<file path="src/rtl/resv_pkg.sv">
package resv_pkg;
    typedef enum logic {ST_IDLE = 1'b0, ST_HELD = 1'b1} resv_state_e;

    typedef enum logic [2:0] {
        SNP_READ     = 3'd0,
        SNP_RD_OWN   = 3'd1,
        SNP_RD_CLAIM = 3'd2,
        SNP_WRITE    = 3'd3,
        SNP_FLUSH    = 3'd4,
        SNP_KILL     = 3'd5,
        SNP_DKILL    = 3'd6,
        SNP_CLEAN    = 3'd7
    } snoop_kind_e;

    typedef enum logic [1:0] {
        RMT_TOUCH_ST = 2'd0,
        RMT_FLUSH    = 2'd1,
        RMT_ALLOC    = 2'd2,
        RMT_TOUCH_LD = 2'd3
    } remote_op_e;

    localparam int NUM_IRQ_CLASSES = 8;
endpackage

</file>
<file path="src/rtl/resv_granule_match.sv">
module resv_granule_match #(
    parameter int AW        = 32,
    parameter int GRAN_LOG2 = 5
) (
    input  logic [AW-1:0] probe_i,
    input  logic [AW-1:0] held_i,
    output logic          hit_o
);
    localparam logic [AW-1:0] GRAN_MASK = {{(AW-GRAN_LOG2){1'b1}}, {GRAN_LOG2{1'b0}}};

    always_comb hit_o = (((probe_i ^ held_i) & GRAN_MASK) == '0);
endmodule

</file>
<file path="src/rtl/resv_kill_decode.sv">
module resv_kill_decode
    import resv_pkg::*;
#(
    parameter int NIRQ = NUM_IRQ_CLASSES
) (
    input  logic [NIRQ-1:0] irq_taken_i,
    input  logic            snp_vld_i,
    input  logic [2:0]      snp_kind_i,
    input  logic            snp_hit_i,
    input  logic            rmt_vld_i,
    input  logic [1:0]      rmt_op_i,
    input  logic            rmt_hit_i,
    input  logic            rmt_alloc_mod_i,
    output logic            kill_o
);
    logic snp_kills;
    logic rmt_kills;

    always_comb begin
        unique case (snoop_kind_e'(snp_kind_i))
            SNP_RD_OWN, SNP_RD_CLAIM, SNP_WRITE,
            SNP_FLUSH, SNP_KILL, SNP_DKILL: snp_kills = 1'b1;
            SNP_READ, SNP_CLEAN:            snp_kills = 1'b0;
            default:                        snp_kills = 1'b0;
        endcase
    end

    always_comb begin
        unique case (remote_op_e'(rmt_op_i))
            RMT_TOUCH_ST, RMT_FLUSH: rmt_kills = 1'b1;
            RMT_ALLOC:               rmt_kills = rmt_alloc_mod_i;
            RMT_TOUCH_LD:            rmt_kills = 1'b0;
            default:                 rmt_kills = 1'b0;
        endcase
    end

    always_comb kill_o = (|irq_taken_i)
                       | (snp_vld_i & snp_hit_i & snp_kills)
                       | (rmt_vld_i & rmt_hit_i & rmt_kills);
endmodule

</file>
<file path="src/rtl/resv_fsm.sv">
module resv_fsm
    import resv_pkg::*;
#(
    parameter int AW        = 32,
    parameter int GRAN_LOG2 = 5
) (
    input  logic          clk,
    input  logic          rst_n,
    input  logic          ld_rsv_i,
    input  logic [AW-1:0] ld_addr_i,
    input  logic          st_cond_i,
    input  logic          st_hit_i,
    input  logic          kill_i,
    output logic          rsv_valid_o,
    output logic [AW-1:0] rsv_addr_o,
    output logic          sc_done_o,
    output logic          sc_pass_o
);
    localparam logic [AW-1:0] GRAN_MASK = {{(AW-GRAN_LOG2){1'b1}}, {GRAN_LOG2{1'b0}}};

    resv_state_e   state_q, state_d;
    logic [AW-1:0] addr_q, addr_d;

    always_comb begin
        state_d = state_q;
        addr_d  = addr_q;
        unique case (state_q)
            ST_IDLE: begin
                if (ld_rsv_i) begin
                    state_d = ST_HELD;
                    addr_d  = ld_addr_i & GRAN_MASK;
                end
            end
            ST_HELD: begin
                if (ld_rsv_i) begin
                    addr_d = ld_addr_i & GRAN_MASK;
                end else if (kill_i || st_cond_i) begin
                    state_d = ST_IDLE;
                    addr_d  = '0;
                end
            end
            default: begin
                state_d = ST_IDLE;
                addr_d  = '0;
            end
        endcase
    end

    always_ff @(posedge clk) begin
        if (!rst_n) begin
            state_q <= ST_IDLE;
            addr_q  <= '0;
        end else begin
            state_q <= state_d;
            addr_q  <= addr_d;
        end
    end

    always_ff @(posedge clk) begin
        if (!rst_n) begin
            sc_done_o <= 1'b0;
            sc_pass_o <= 1'b0;
        end else begin
            sc_done_o <= st_cond_i;
            sc_pass_o <= st_cond_i && (state_q == ST_HELD) && st_hit_i && !kill_i;
        end
    end

    always_comb rsv_valid_o = (state_q == ST_HELD);
    always_comb rsv_addr_o  = addr_q;


    reset_state_chk: assert property (@(posedge clk)
        !rst_n |=> (!rsv_valid_o && !sc_done_o && rsv_addr_o == '0));


    load_sets_chk: assert property (@(posedge clk) disable iff (!rst_n)
        ld_rsv_i |=> (rsv_valid_o && rsv_addr_o == ($past(ld_addr_i) & GRAN_MASK)));


    sc_consumes_chk: assert property (@(posedge clk) disable iff (!rst_n)
        (st_cond_i && !ld_rsv_i) |=> !rsv_valid_o);


    sc_strobe_chk: assert property (@(posedge clk) disable iff (!rst_n)
        sc_done_o |-> $past(st_cond_i));


    sc_pass_needs_resv_chk: assert property (@(posedge clk) disable iff (!rst_n)
        (sc_done_o && sc_pass_o) |-> $past(rsv_valid_o));


    kill_beats_sc_chk: assert property (@(posedge clk) disable iff (!rst_n)
        (st_cond_i && kill_i) |=> !sc_pass_o);


    load_beats_kill_chk: assert property (@(posedge clk) disable iff (!rst_n)
        (ld_rsv_i && kill_i) |=> rsv_valid_o);
endmodule

</file>
<file path="src/rtl/resv_monitor.sv">
module resv_monitor
    import resv_pkg::*;
#(
    parameter int AW        = 32,
    parameter int GRAN_LOG2 = 5,
    parameter int NIRQ      = NUM_IRQ_CLASSES
) (
    input  logic            clk,
    input  logic            rst_n,
    input  logic            ld_rsv_i,
    input  logic [AW-1:0]   ld_addr_i,
    input  logic            st_cond_i,
    input  logic [AW-1:0]   st_addr_i,
    input  logic [NIRQ-1:0] irq_taken_i,
    input  logic            snp_vld_i,
    input  logic [2:0]      snp_kind_i,
    input  logic [AW-1:0]   snp_addr_i,
    input  logic            rmt_vld_i,
    input  logic [1:0]      rmt_op_i,
    input  logic [AW-1:0]   rmt_addr_i,
    input  logic            rmt_alloc_mod_i,
    output logic            rsv_valid_o,
    output logic [AW-1:0]   rsv_addr_o,
    output logic            sc_done_o,
    output logic            sc_pass_o
);
    localparam int NPROBE = 3;

    logic [AW-1:0] probe_addr [NPROBE];
    logic [NPROBE-1:0] probe_hit;
    logic kill;
    logic [AW-1:0] held_addr;

    always_comb begin
        probe_addr[0] = st_addr_i;
        probe_addr[1] = snp_addr_i;
        probe_addr[2] = rmt_addr_i;
    end

    for (genvar p = 0; p < NPROBE; p++) begin : g_match
        resv_granule_match #(.AW(AW), .GRAN_LOG2(GRAN_LOG2)) u_match (
            .probe_i (probe_addr[p]),
            .held_i  (held_addr),
            .hit_o   (probe_hit[p])
        );
    end

    resv_kill_decode #(.NIRQ(NIRQ)) u_kill (
        .irq_taken_i     (irq_taken_i),
        .snp_vld_i       (snp_vld_i),
        .snp_kind_i      (snp_kind_i),
        .snp_hit_i       (probe_hit[1]),
        .rmt_vld_i       (rmt_vld_i),
        .rmt_op_i        (rmt_op_i),
        .rmt_hit_i       (probe_hit[2]),
        .rmt_alloc_mod_i (rmt_alloc_mod_i),
        .kill_o          (kill)
    );

    resv_fsm #(.AW(AW), .GRAN_LOG2(GRAN_LOG2)) u_fsm (
        .clk         (clk),
        .rst_n       (rst_n),
        .ld_rsv_i    (ld_rsv_i),
        .ld_addr_i   (ld_addr_i),
        .st_cond_i   (st_cond_i),
        .st_hit_i    (probe_hit[0]),
        .kill_i      (kill),
        .rsv_valid_o (rsv_valid_o),
        .rsv_addr_o  (held_addr),
        .sc_done_o   (sc_done_o),
        .sc_pass_o   (sc_pass_o)
    );

    always_comb rsv_addr_o = held_addr;


    irq_clears_chk: assert property (@(posedge clk) disable iff (!rst_n)
        ((|irq_taken_i) && !ld_rsv_i) |=> !rsv_valid_o);


    alloc_kept_chk: assert property (@(posedge clk) disable iff (!rst_n)
        (rsv_valid_o && rmt_vld_i && rmt_op_i == 2'd2 && !rmt_alloc_mod_i
         && !snp_vld_i && !st_cond_i && irq_taken_i == '0)
        |=> (rsv_valid_o && $stable(rsv_addr_o)));
endmodule

</file>
<file path="config.mk">
export PLATFORM = sky130hd
export DESIGN_NAME = resv_monitor
export DESIGN_NICKNAME = d
export VERILOG_FILES = /design/src/rtl/resv_pkg.sv /design/src/rtl/resv_granule_match.sv /design/src/rtl/resv_kill_decode.sv /design/src/rtl/resv_fsm.sv /design/src/rtl/resv_monitor.sv
export SDC_FILE = /design/constraint.sdc
export NUM_CORES = 1
export LEC_CHECK = 0
export ABC_AREA = 0
export BUFFER_PORTS_ARGS = -buffer_cell sky130_fd_sc_hd__buf_2
export CORE_MARGIN = 4
export CORE_UTILIZATION = 38
export CTS_CLUSTER_SIZE = 20
export DETAILED_ROUTE_END_ITERATION = 10
export GPL_ROUTABILITY_DRIVEN = 0
export PLACE_DENSITY = 0.78
export SETUP_SLACK_MARGIN = 0.05
export SYNTH_ARGS = -nofsm -noshare
export SYNTH_HDL_FRONTEND = slang
export SYNTH_SLANG_ARGS = --single-unit
</file>
<file path="constraint.sdc">
create_clock -name clk -period 1.6 [get_ports clk]
set_input_delay 0.24 -clock clk [delete_from_list [all_inputs] [get_ports clk]]
set_output_delay 0.24 -clock clk [all_outputs]
set_load 0.1 [all_outputs]
</file>
==> results of run 1 <==
[metrics by stage]
step / cell area (µm²) / cells / hold WS [ns]
6_report: 4030 / 568 / 0.169
5_1_grt: 4030 / 568 / 0.178
4_1_cts: 4020 / 568 / 0.172
3_5_place_dp: 3920 / 560 / 0.458
3_3_place_gp: 3920 / 560 / 0.456
2_1_floorplan: 2850 / 308 / 0.362
[final timing paths]
check	slack (ns)	depth (start not counted)	endpoint	startpoint
min reg2reg	0.53	2	u_fsm.sc_pass_o	u_fsm.rsv_valid_o
min	0.17	3	u_fsm.rsv_addr_o[30]	ld_addr_i[30]
max reg2reg	-0.12	7	u_fsm.rsv_addr_o[25]	u_fsm.rsv_addr_o[17]
max	-0.12	7	u_fsm.rsv_addr_o[25]	u_fsm.rsv_addr_o[17]
[cells in the final DEF (no fill, tap or decap), types with 2 or more instances in the layout]
cell,count
xor2_2,5
xor2_4,2
and2_1,2
o2111ai_1,2
nand4_1,13
o21ai_2,7
clkbuf_8,5
inv_1,4
nor4_2,8
xnor2_1,44
nor3b_1,25
buf_12,4
conb_1,5
buf_4,35
xor2_1,28
dfxtp_4,27
dfxtp_1,2
nor3_1,3
nor4_1,8
o21ai_1,48
buf_2,157
nor2_1,3
a32oi_1,27
nand3_1,2
nand2_1,3
[cells by family after synthesis]
logic type | count (synthesis) | share of synthesized area [%]
xor+xnor | 79 | 26.5
compound gates | 91 | 24.1
flops | 30 | 22.8
other cells | 1 | 0.142
buf+inv | 28 | 5.74
simple gates | 75 | 20.8
[final cells by class]
| cell class | instances | area [µm²] |
|---|---|---|
| inverter | 4 | 15.0 |
| clock inverter | 2 | 8.76 |
| fill | 620 | 2730 |
| multi-input combinational | 250 | 2000 |
| clock buffer | 6 | 72.6 |
| sequential | 30 | 703 |
| timing repair buffer | 196 | 1130 |
| tap | 80 | 100 |
[state kept, by name, summed over array words and instances, names as in the netlist]
signal             cells
u_fsm.sc_done_o        1
u_fsm.rsv_valid_o      1
u_fsm.sc_pass_o        1
u_fsm.rsv_addr_o      27
[metal layers]
metal	vias to the layer above	part of all wire, %
li1	1502	-
met1	1468	39
met2	178	49
met3	25	9.0
met4	0	2.9
met5	-	0
[power groups by stage]
| stage | registers [mW] | logic [mW] | clock network (mW) |
|---|---|---|---|
| after global routing | 0.851 | 1.13 | 0.628 |
| after detailed placement | 0.861 | 1.06 | 0 |
| after CTS | 0.844 | 1.07 | 0.588 |
| final | 0.845 | 1.07 | 0.586 |
| after floorplan | 1.15 | 0.402 | 0 |
| after global placement | 0.860 | 1.05 | 0 |
[critical path, cell delays in order, from the launching register on]
cell     delay (ns)
dfxtp_4        0.34
xor2_1         0.17
nor4_2         0.29
buf_4          0.16
and4_4         0.23
a31o_4         0.17
buf_12         0.15
o21ai_1        0.08
[timing repair]
item                       CTS  global route
gates cloned                 0             0
resized for setup            2             3
setup endpoints to repair   29            29
==> impl_results.md, run 1 <==
- Internal power: 1.44 mW
- Pins Over Slew Limit: 0
- RSZ-0062 raised after global routing: yes
- CTS tree: yes
- Mean post-synth cell area: 8.68 µm²
- Initial antenna violation count: 0
- Worst-Skew Late Latency: 0.28 ns
- Power share of the combinational group: 42.8%
- Final Total Pwr: 2.50 mW
- Setup TNS: -2.71 ns
- Core Util, Final: 59.7%
- Post-DP HPWL: 8590 µm
- Switching power: 1.06 mW
- Max Freq: 583 MHz
- Ranking of synthesized cells by area: dfxtp_1 (23%), xnor2_1 (15%), xor2_1 (11%)
- WP data arrival: 1.87 ns
- Final hold vios: 0
- Gr ovfl total: 0
- Post-synth EDFFs: 0
- Final Cycle Share: 107%
- Hold WC Path Type: primary input to register
- Cell area power density: 621 mW/mm²
- Routed WL: 10600 µm
- Cells after synthesis: 304
- Max-cap viol count: 0
- Hold_buf cts: 0
- Wire per inst: 18.7 µm
- Clock tree buffer depth: 2
- Ant. Diodes: 0
- DRC: 0
- Worst EP required: 1.76 ns
- Sw Share: 42.4%
- Sequential area share after synthesis: 22.8%
- Vias in the first global route: 3244
- Core Rows: 30
- Min Tclk post-route: 1.72 ns
- Vias: 3173
- Die ar.: 0.00834 mm²
- Synthesis-to-finish area growth: 52.8%
- Post-DRT Antenna Nets: 0
- Die Ht: 91.3 µm
- Critical Path Source Type: register
- Clock root buffer: clkbuf_8
- Final Setup Violations: 29
- Failing checks: negative setup slack
- Layout cells sized above 1: 53.3%
- Vias/cell: 5.59
- Met3 usage: 7.04%
- Primary FF master, synth: dfxtp_1
- Cell Area, Synth: 0.00264 mm²
- Final nets: 635
- Max FO, Critical Path: 17
- Area leader, netlist: dfxtp_1
- Pin count of the biggest net entering global routing: 29
- Worst Tran Pin Value: 0.663 ns
- # IOs: 183
- Total CTS buffers: 5
- Synth async-reset ratio: 0%
- Max_slew headroom: 55.7%
- Clock network power share: 23.4%
- Yosys reg bits: 30
- GRT Resource Usage Total: 24.8%
- Place WS: -0.160 ns
- Cell variety after synth: 37
- CP endpoint kind: register
- Count leader, synth: o21ai_1
- Setup bufs post-CTS: 0
- First-pass GRT wire length: 16300 µm
- Die X: 91.3 µm
- Critical path type: register to register
- Post-route setup slack: -0.116 ns
- Most common library cells after synthesis: o21ai_1 (49), xnor2_1 (44), xor2_1 (34), dfxtp_1 (30), a32oi_1 (27)
- Drt pass-1 iters: 5
- Register share of total power: 33.8%
- Synth top area share: 22.8%
- Worst clock skew: 0.00544 ns
- Global route hottest layer: met2
- Clk sinks: 30
- Core area: 0.00676 mm²
- H-tree levels: 2
- Quantity of I/O buffers inserted on ports: 157
- Starting DRT DRC Count: 147
- Initial core utilization: 39.0%
- YS warnings: 0
- Worst vdd ir: 0.000332 V
- Leak Pwr: 1.66 nW
- Status: complete, but fails checks
- Clk slew on worst S/H paths: 0.07 ns
- Met2 Use GR: 41.4%
- Met1 GRT Util: 30.0%
Power figures use the tool's default switching activity.
==> run 2, diff against run 1 <==
--- a/config.mk
+++ b/config.mk
@@ -13,6 +13,7 @@
 export DETAILED_ROUTE_END_ITERATION = 10
 export GPL_ROUTABILITY_DRIVEN = 0
 export PLACE_DENSITY = 0.78
+export RECOVER_POWER = 100
 export SETUP_SLACK_MARGIN = 0.05
 export SYNTH_ARGS = -nofsm -noshare
 export SYNTH_HDL_FRONTEND = slang
==> run 2 against run 1 <==
Effect of this change:
- the run still ends with negative setup slack left
- sequential share of layout area hardly changed
- combinational power hardly changed
- setup slack worse by 0.0039 ns
- non-clock buffer count stayed put
- via count is 0.47% higher
- clock power hardly changed
- flip-flop and latch count stayed put
- sequential power hardly changed
- power hardly changed
- global-route usage stayed put
- die area stayed put
==> impl_results.md, run 2 (synthesized netlist as in run 1, its figures left out) <==
- Status: complete, but fails checks
- Failing checks: negative setup slack
- Buf+Inv Stages, Crit Path: 2 (unchanged)
- Clock root buffer: clkbuf_8
- WP data arrival: 1.87 ns (about the same)
- Final nets: 635 (unchanged)
- Core Util, Final: 59.6% (about the same)
- Hold_buf cts: 0 (unchanged)
- Leak Pwr: 1.64 nW (-1.2%)
- Die X: 91.3 µm (unchanged)
- Critical Path Slowest Stage Cell: dfxtp_4
- Placed instance count: 560 (unchanged)
- First-pass GRT wire length: 16300 µm (unchanged)
- Worst-Skew Late Latency: 0.28 ns (about the same)
- Pins Over Slew Limit: 0 (unchanged)
- Vias in the first global route: 3244 (unchanged)
- Max-cap viol count: 0 (unchanged)
- Drt pass-1 iters: 4 (-1)
- Final Hold Slack: 0.170 ns (+0.000459 ns)
- Core Rows: 30 (unchanged)
- Critical path type: register to register
- Vias: 3188 (+0.47%)
- # IOs: 183 (unchanged)
- Die ar.: 0.00834 mm² (unchanged)
- Layout cells sized above 1: 53.1% (-0.20 points)
- Wire per inst: 18.7 µm (-0.43%)
- Slowest stage delay, CP: 0.34 ns (about the same)
- Starting DRT DRC Count: 155 (+5.4%)
- Quantity of I/O buffers inserted on ports: 157 (unchanged)
- Final Cycle Share: 107% (+0.25 points)
- Max FO, Critical Path: 17 (unchanged)
- Max reg flops: 27 (unchanged)
- Design area: 0.00403 mm² (about the same)
- Final Setup Violations: 29 (unchanged)
- Cell area power density: 620 mW/mm² (about the same)
- Clk slew on worst S/H paths: 0.07 ns (about the same)
- Worst vdd ir: 0.000332 V (about the same)
- CTS tree: yes
- Routed WL: 10600 µm (-0.43%)
- Total CTS buffers: 5 (unchanged)
- Hold WC Path Type: primary input to register
- Die Ht: 91.3 µm (unchanged)
- Worst EP required: 1.75 ns (about the same)
- H-tree levels: 2 (unchanged)
- Initial antenna violation count: 0 (unchanged)
- Placed Instance Area: 0.00392 mm² (unchanged)
- Fillers: 621 (+0.16%)
- Clock tree buffer depth: 2 (unchanged)
- Vias/cell: 5.61 (+0.47%)
- Critical Path Source Type: register
- RSZ-0062 raised after global routing: yes
- Setup TNS: -2.79 ns (-0.0840 ns)
- Most frequent cells in the layout: buf_2 (126), o21ai_1 (48), xnor2_1 (44)
- CP top delay family: simple AND/OR/NAND/NOR gates
- Worst clock skew: 0.00676 ns (+0.00131 ns)
- Post-DRT Antenna Nets: 0 (unchanged)
- Most common cell after layout, fill and taps aside: buf_2
- Gr ovfl total: 0 (unchanged)
- GRT Resource Usage Total: 24.8% (unchanged)
- Setup bufs post-CTS: 0 (unchanged)
- Pin count of the biggest net entering global routing: 29 (unchanged)
- Post-DP HPWL: 8590 µm (unchanged)
- Initial core utilization: 39.0% (unchanged)
- Post-route setup slack: -0.120 ns (-0.00394 ns)
- Max Freq: 581 MHz (-0.23%)
- Max_slew headroom: 56.7% (+1.0 points)
- Synthesis-to-finish area growth: 52.8% (about the same)
- Core area: 0.00676 mm² (unchanged)
- Min Tclk post-route: 1.72 ns (+0.00394 ns)
- DRC: 0 (unchanged)
- CP endpoint kind: register
- Worst Tran Pin Value: 0.648 ns (-0.0154 ns)
- Finished Layout Cells: 568 (unchanged)
- Crit-path cells: xor2_1 -> nor4_2 -> buf_4 -> and4_4 -> a31o_4 -> buf_12 -> o21ai_1
- Ant. Diodes: 0 (unchanged)
- Final hold vios: 0 (unchanged)
- Clk sinks: 30 (unchanged)
## run 2: changes by cell type in the layout (fill, tap and decap cells not counted)
| cell | before | now |
|---|---|---|
| clkbuf_2 | 0 | 30 |
| clkbuf_1 | 1 | 2 |
| buf_2 | 157 | 126 |
## run 2: stage by stage
stage,power [mW],setup slack [ns]
final,2.50,-0.120
after global routing,2.60,-0.189
after CTS,2.50,-0.117
after detailed placement,1.92,-0.160
after global placement,1.91,-0.0920
after floorplan,1.55,-0.139
## run 2: area by class of cell
type,count,area [µm²],area share [%]
repair buffers,196,1130,28.0
flip-flops and latches,30,703,17.4
clock inverters,2,8.76,0.217
inverters,4,15.0,0.373
well taps,80,100,2.48
multi-input cells,250,2000,49.7
clock buffers,6,72.6,1.80
## run 2: final timing paths
| path | depth (start not counted) | start | endpoint | slack, ns |
|---|---|---|---|---|
| worst max-delay path | 7 | u_fsm.rsv_addr_o[17] | u_fsm.rsv_addr_o[25] | -0.12 |
| worst min-delay path | 3 | ld_addr_i[30] | u_fsm.rsv_addr_o[30] | 0.17 |
| worst max register to register | 7 | u_fsm.rsv_addr_o[17] | u_fsm.rsv_addr_o[25] | -0.12 |
| worst min register to register | 2 | u_fsm.rsv_valid_o | u_fsm.sc_pass_o | 0.53 |
## run 2: timing repair
action	in CTS	in global routing
gates resized for setup	2	3
gates cloned	0	0
pin swaps	0	0
endpoints found under the setup margin	29	29
## run 2: report_power, final
| part | internal, mW | switching (mW) |
|---|---|---|
| combinational | 0.370 | 0.699 |
| clock | 0.299 | 0.287 |
| sequential | 0.771 | 0.0744 |
| total | 1.44 | 1.06 |
## run 2: worst min-delay path: stages
cell	delay, ns
buf_2	0.07
a32oi_1	0.04
o21ai_1	0.06
## run 2: routing by layer
metal	up-vias	wire length, µm	global-route usage (%)
li1	1502	-	-
met1	1471	4100	30.0
met2	191	5180	41.4
met3	24	1020	7.04
met4	0	286	9.42
met5	-	0	0
==> run 3, diff against run 2 <==
--- a/config.mk
+++ b/config.mk
@@ -7,6 +7,7 @@
 export LEC_CHECK = 0
 export ABC_AREA = 0
 export BUFFER_PORTS_ARGS = -buffer_cell sky130_fd_sc_hd__buf_2
+export CORE_ASPECT_RATIO = 1.5
 export CORE_MARGIN = 4
 export CORE_UTILIZATION = 38
 export CTS_CLUSTER_SIZE = 20
==> run 3 against run 2 <==
Effect of this change:
- the flow still finishes with violations (negative setup slack)
- first-iteration DRC count grew 100%
- non-clock buffer count up 6
- critical path depth stayed put
- register-to-register slack worse by 0.12 ns
==> impl_results.md, run 3 (synthesized netlist as in run 1, its figures left out) <==
- Clock root buffer: clkbuf_8
- Synthesis-to-finish area growth: 62.6%
- Vias/cell: 5.84 (+4.0%)
- RSZ-0062 raised after global routing: yes
- Drt pass-1 iters: 5 (+1)
- Max reg flops: 27 (unchanged)
- Setup TNS: -5.88 ns (-3.09 ns)
- Pin count of the biggest net entering global routing: 29 (unchanged)
- Register share of total power: 32.6% (-1.2 points)
- Worst Tran Pin Value: 1.10 ns (+0.452 ns)
- Hold WC Path Type: primary input to register
- CP endpoint kind: register
- Gr ovfl total: 0 (unchanged)
- Quantity of I/O buffers inserted on ports: 157 (unchanged)
- Failing checks: negative setup slack
- GRT Resource Usage Total: 25.3% (+0.52 points)
- Core area: 0.00662 mm² (-2.0%)
- Critical path type: register to register
- Initial core utilization: 39.8% (+0.80 points)
- Worst EP required: 1.76 ns (about the same)
- Final nets: 641 (+0.94%)
- Final hold vios: 0 (unchanged)
- Cell area power density: 609 mW/mm² (-1.8%)
- Power share of the combinational group: 43.1% (+0.3 points)
- Reg2reg start: u_fsm.rsv_addr_o[17]
- # IOs: 183 (unchanged)
- Clk slew on worst S/H paths: 0.07 ns (about the same)
- Wire per inst: 20.3 µm (+8.9%)
- Die X: 76.0 µm (-17%)
- Post-DP HPWL: 8750 µm (+1.8%)
- Core Rows: 36 (+20%)
- Clk sinks: 30 (unchanged)
- Most frequent cells in the layout: buf_2 (127), xnor2_1 (40), buf_4 (37)
- Most common cell after layout, fill and taps aside: buf_2
- Layout cells sized above 1: 60.1% (+7.0 points)
- Final Setup Violations: 28 (-3.4%)
- Switching power: 1.09 mW (+3.3%)
- Post-DRT Antenna Nets: 0 (unchanged)
- Clock tree buffer depth: 2 (unchanged)
- Placed Instance Area: 0.00389 mm² (-0.96%)
- Critical Path Source Type: register
- Min Tclk post-route: 1.84 ns (+0.121 ns)
- Die Ht: 110 µm (+21%)
- Setup crit end: u_fsm.rsv_addr_o[31]
- Routed WL: 11600 µm (+9.3%)
- Worst-Skew Late Latency: 0.28 ns (about the same)
- Max Freq: 543 MHz (-6.6%)
- Ant. Diodes: 0 (unchanged)
- Total CTS buffers: 5 (unchanged)
- First-pass GRT wire length: 16900 µm (+3.8%)
- Core Util, Final: 64.8% (+5.1 points)
- Final Cycle Share: 115% (+7.6 points)
- Max FO, Critical Path: 6 (-11)
- Worst vdd ir: 0.000422 V (+27%)
- WP data arrival: 2.00 ns (+0.13 ns)
- Vias: 3328 (+4.4%)
- R2R cell count: 7 (unchanged)
- Internal power: 1.52 mW (+5.4%)
- CTS tree: yes
- Post-route setup slack: -0.241 ns (-0.121 ns)
- Max-cap viol count: 0 (unchanged)
- Design area: 0.00429 mm² (+6.4%)
- Status: complete, but fails checks
- Capturing point of the worst reg2reg path: u_fsm.rsv_addr_o[31]
- Starting DRT DRC Count: 315 (+100%)
- Pins Over Slew Limit: 0 (unchanged)
- CP startpoint: u_fsm.rsv_addr_o[17]
- Worst clock skew: 0.00701 ns (+0.000249 ns)
- Max_slew headroom: 26.6% (-30 points)
- H-tree levels: 2 (unchanged)
- Sw Share: 41.9% (-0.51 points)
- DRC: 0 (unchanged)
- Die ar.: 0.00837 mm² (+0.33%)
- Vias in the first global route: 3351 (+3.3%)
- Flop-to-flop setup slack: -0.24 ns (-0.12 ns)
- Clock network power share: 24.2% (+0.8 points)
- Initial antenna violation count: 0 (unchanged)
- Leak Pwr: 1.76 nW (+7.4%)
[run 3: power by group through the flow]
stage | logic [mW] | registers (mW) | clock network [mW]
after floorplan | 0.402 | 1.15 | 0
after global placement | 1.04 | 0.863 | 0
after detailed placement | 1.06 | 0.865 | 0
after CTS | 1.06 | 0.849 | 0.638
after global routing | 1.18 | 0.857 | 0.683
final | 1.13 | 0.852 | 0.633
[run 3: how the worst min path moves through the flow]
| stage | endpoint | cells past startpoint | from | slack [ns] |
|---|---|---|---|---|
| final | u_fsm.rsv_addr_o[16] | 3 | ld_addr_i[16] | 0.17 |
| after floorplan | u_fsm.sc_done_o | 1 | st_cond_i | 0.36 |
| after detailed placement | u_fsm.rsv_addr_o[14] | 3 | ld_addr_i[14] | 0.46 |
| after global placement | u_fsm.rsv_addr_o[21] | 3 | ld_addr_i[21] | 0.45 |
| after global routing | u_fsm.rsv_addr_o[13] | 3 | ld_addr_i[13] | 0.17 |
| after CTS | u_fsm.rsv_addr_o[14] | 3 | ld_addr_i[14] | 0.17 |
[run 3: cell type report]
| cell class | instances | area (µm²) |
|---|---|---|
| Fill cell | 533 | 2330 |
| Multi-Input combinational cell | 250 | 2180 |
| Timing Repair Buffer | 202 | 1210 |
| Sequential cell | 30 | 703 |
| Tap cell | 76 | 95.1 |
| Clock buffer | 8 | 90.1 |
| Inverter | 4 | 15.0 |
[run 3: critical path, stage by stage (launching register included)]
cell,delay [ns]
dfxtp_4,0.36
xor2_4,0.15
nor4_4,0.32
buf_4,0.16
and4_4,0.20
a31o_4,0.26
clkbuf_16,0.19
o21ai_2,0.05
[run 3: per-layer routing]
layer	routed length [µm]	part of all wire, %	GRT usage (%)	up-vias
met5	0	0	0	-
li1	-	-	-	1524
met3	1010	8.8	6.10	46
met1	3960	34	27.4	1556
met2	6070	52	45.2	202
met4	533	4.6	13.7	0
[run 3: timing repair]
action / in CTS / in global routing
resized for setup: 1 / 40
gates cloned: 0 / 4
buffers inserted: 0 / 3
pin swaps: 0 / 36
endpoints found under the setup margin: 28 / 30
hold buffers: 0 / 0
hold endpoints to repair: 0 / 0
[run 3: metrics by stage]
step                power, mW  hold slack, ns  instances  setup WS [ns]
floorplan                1.55           0.362        308         -0.139
global placement         1.91           0.455        555         -0.181
detailed placement       1.92           0.460        555         -0.242
CTS                      2.55           0.172        563         -0.167
global route             2.72           0.170        570         -0.320
finish                   2.61           0.169        570         -0.241
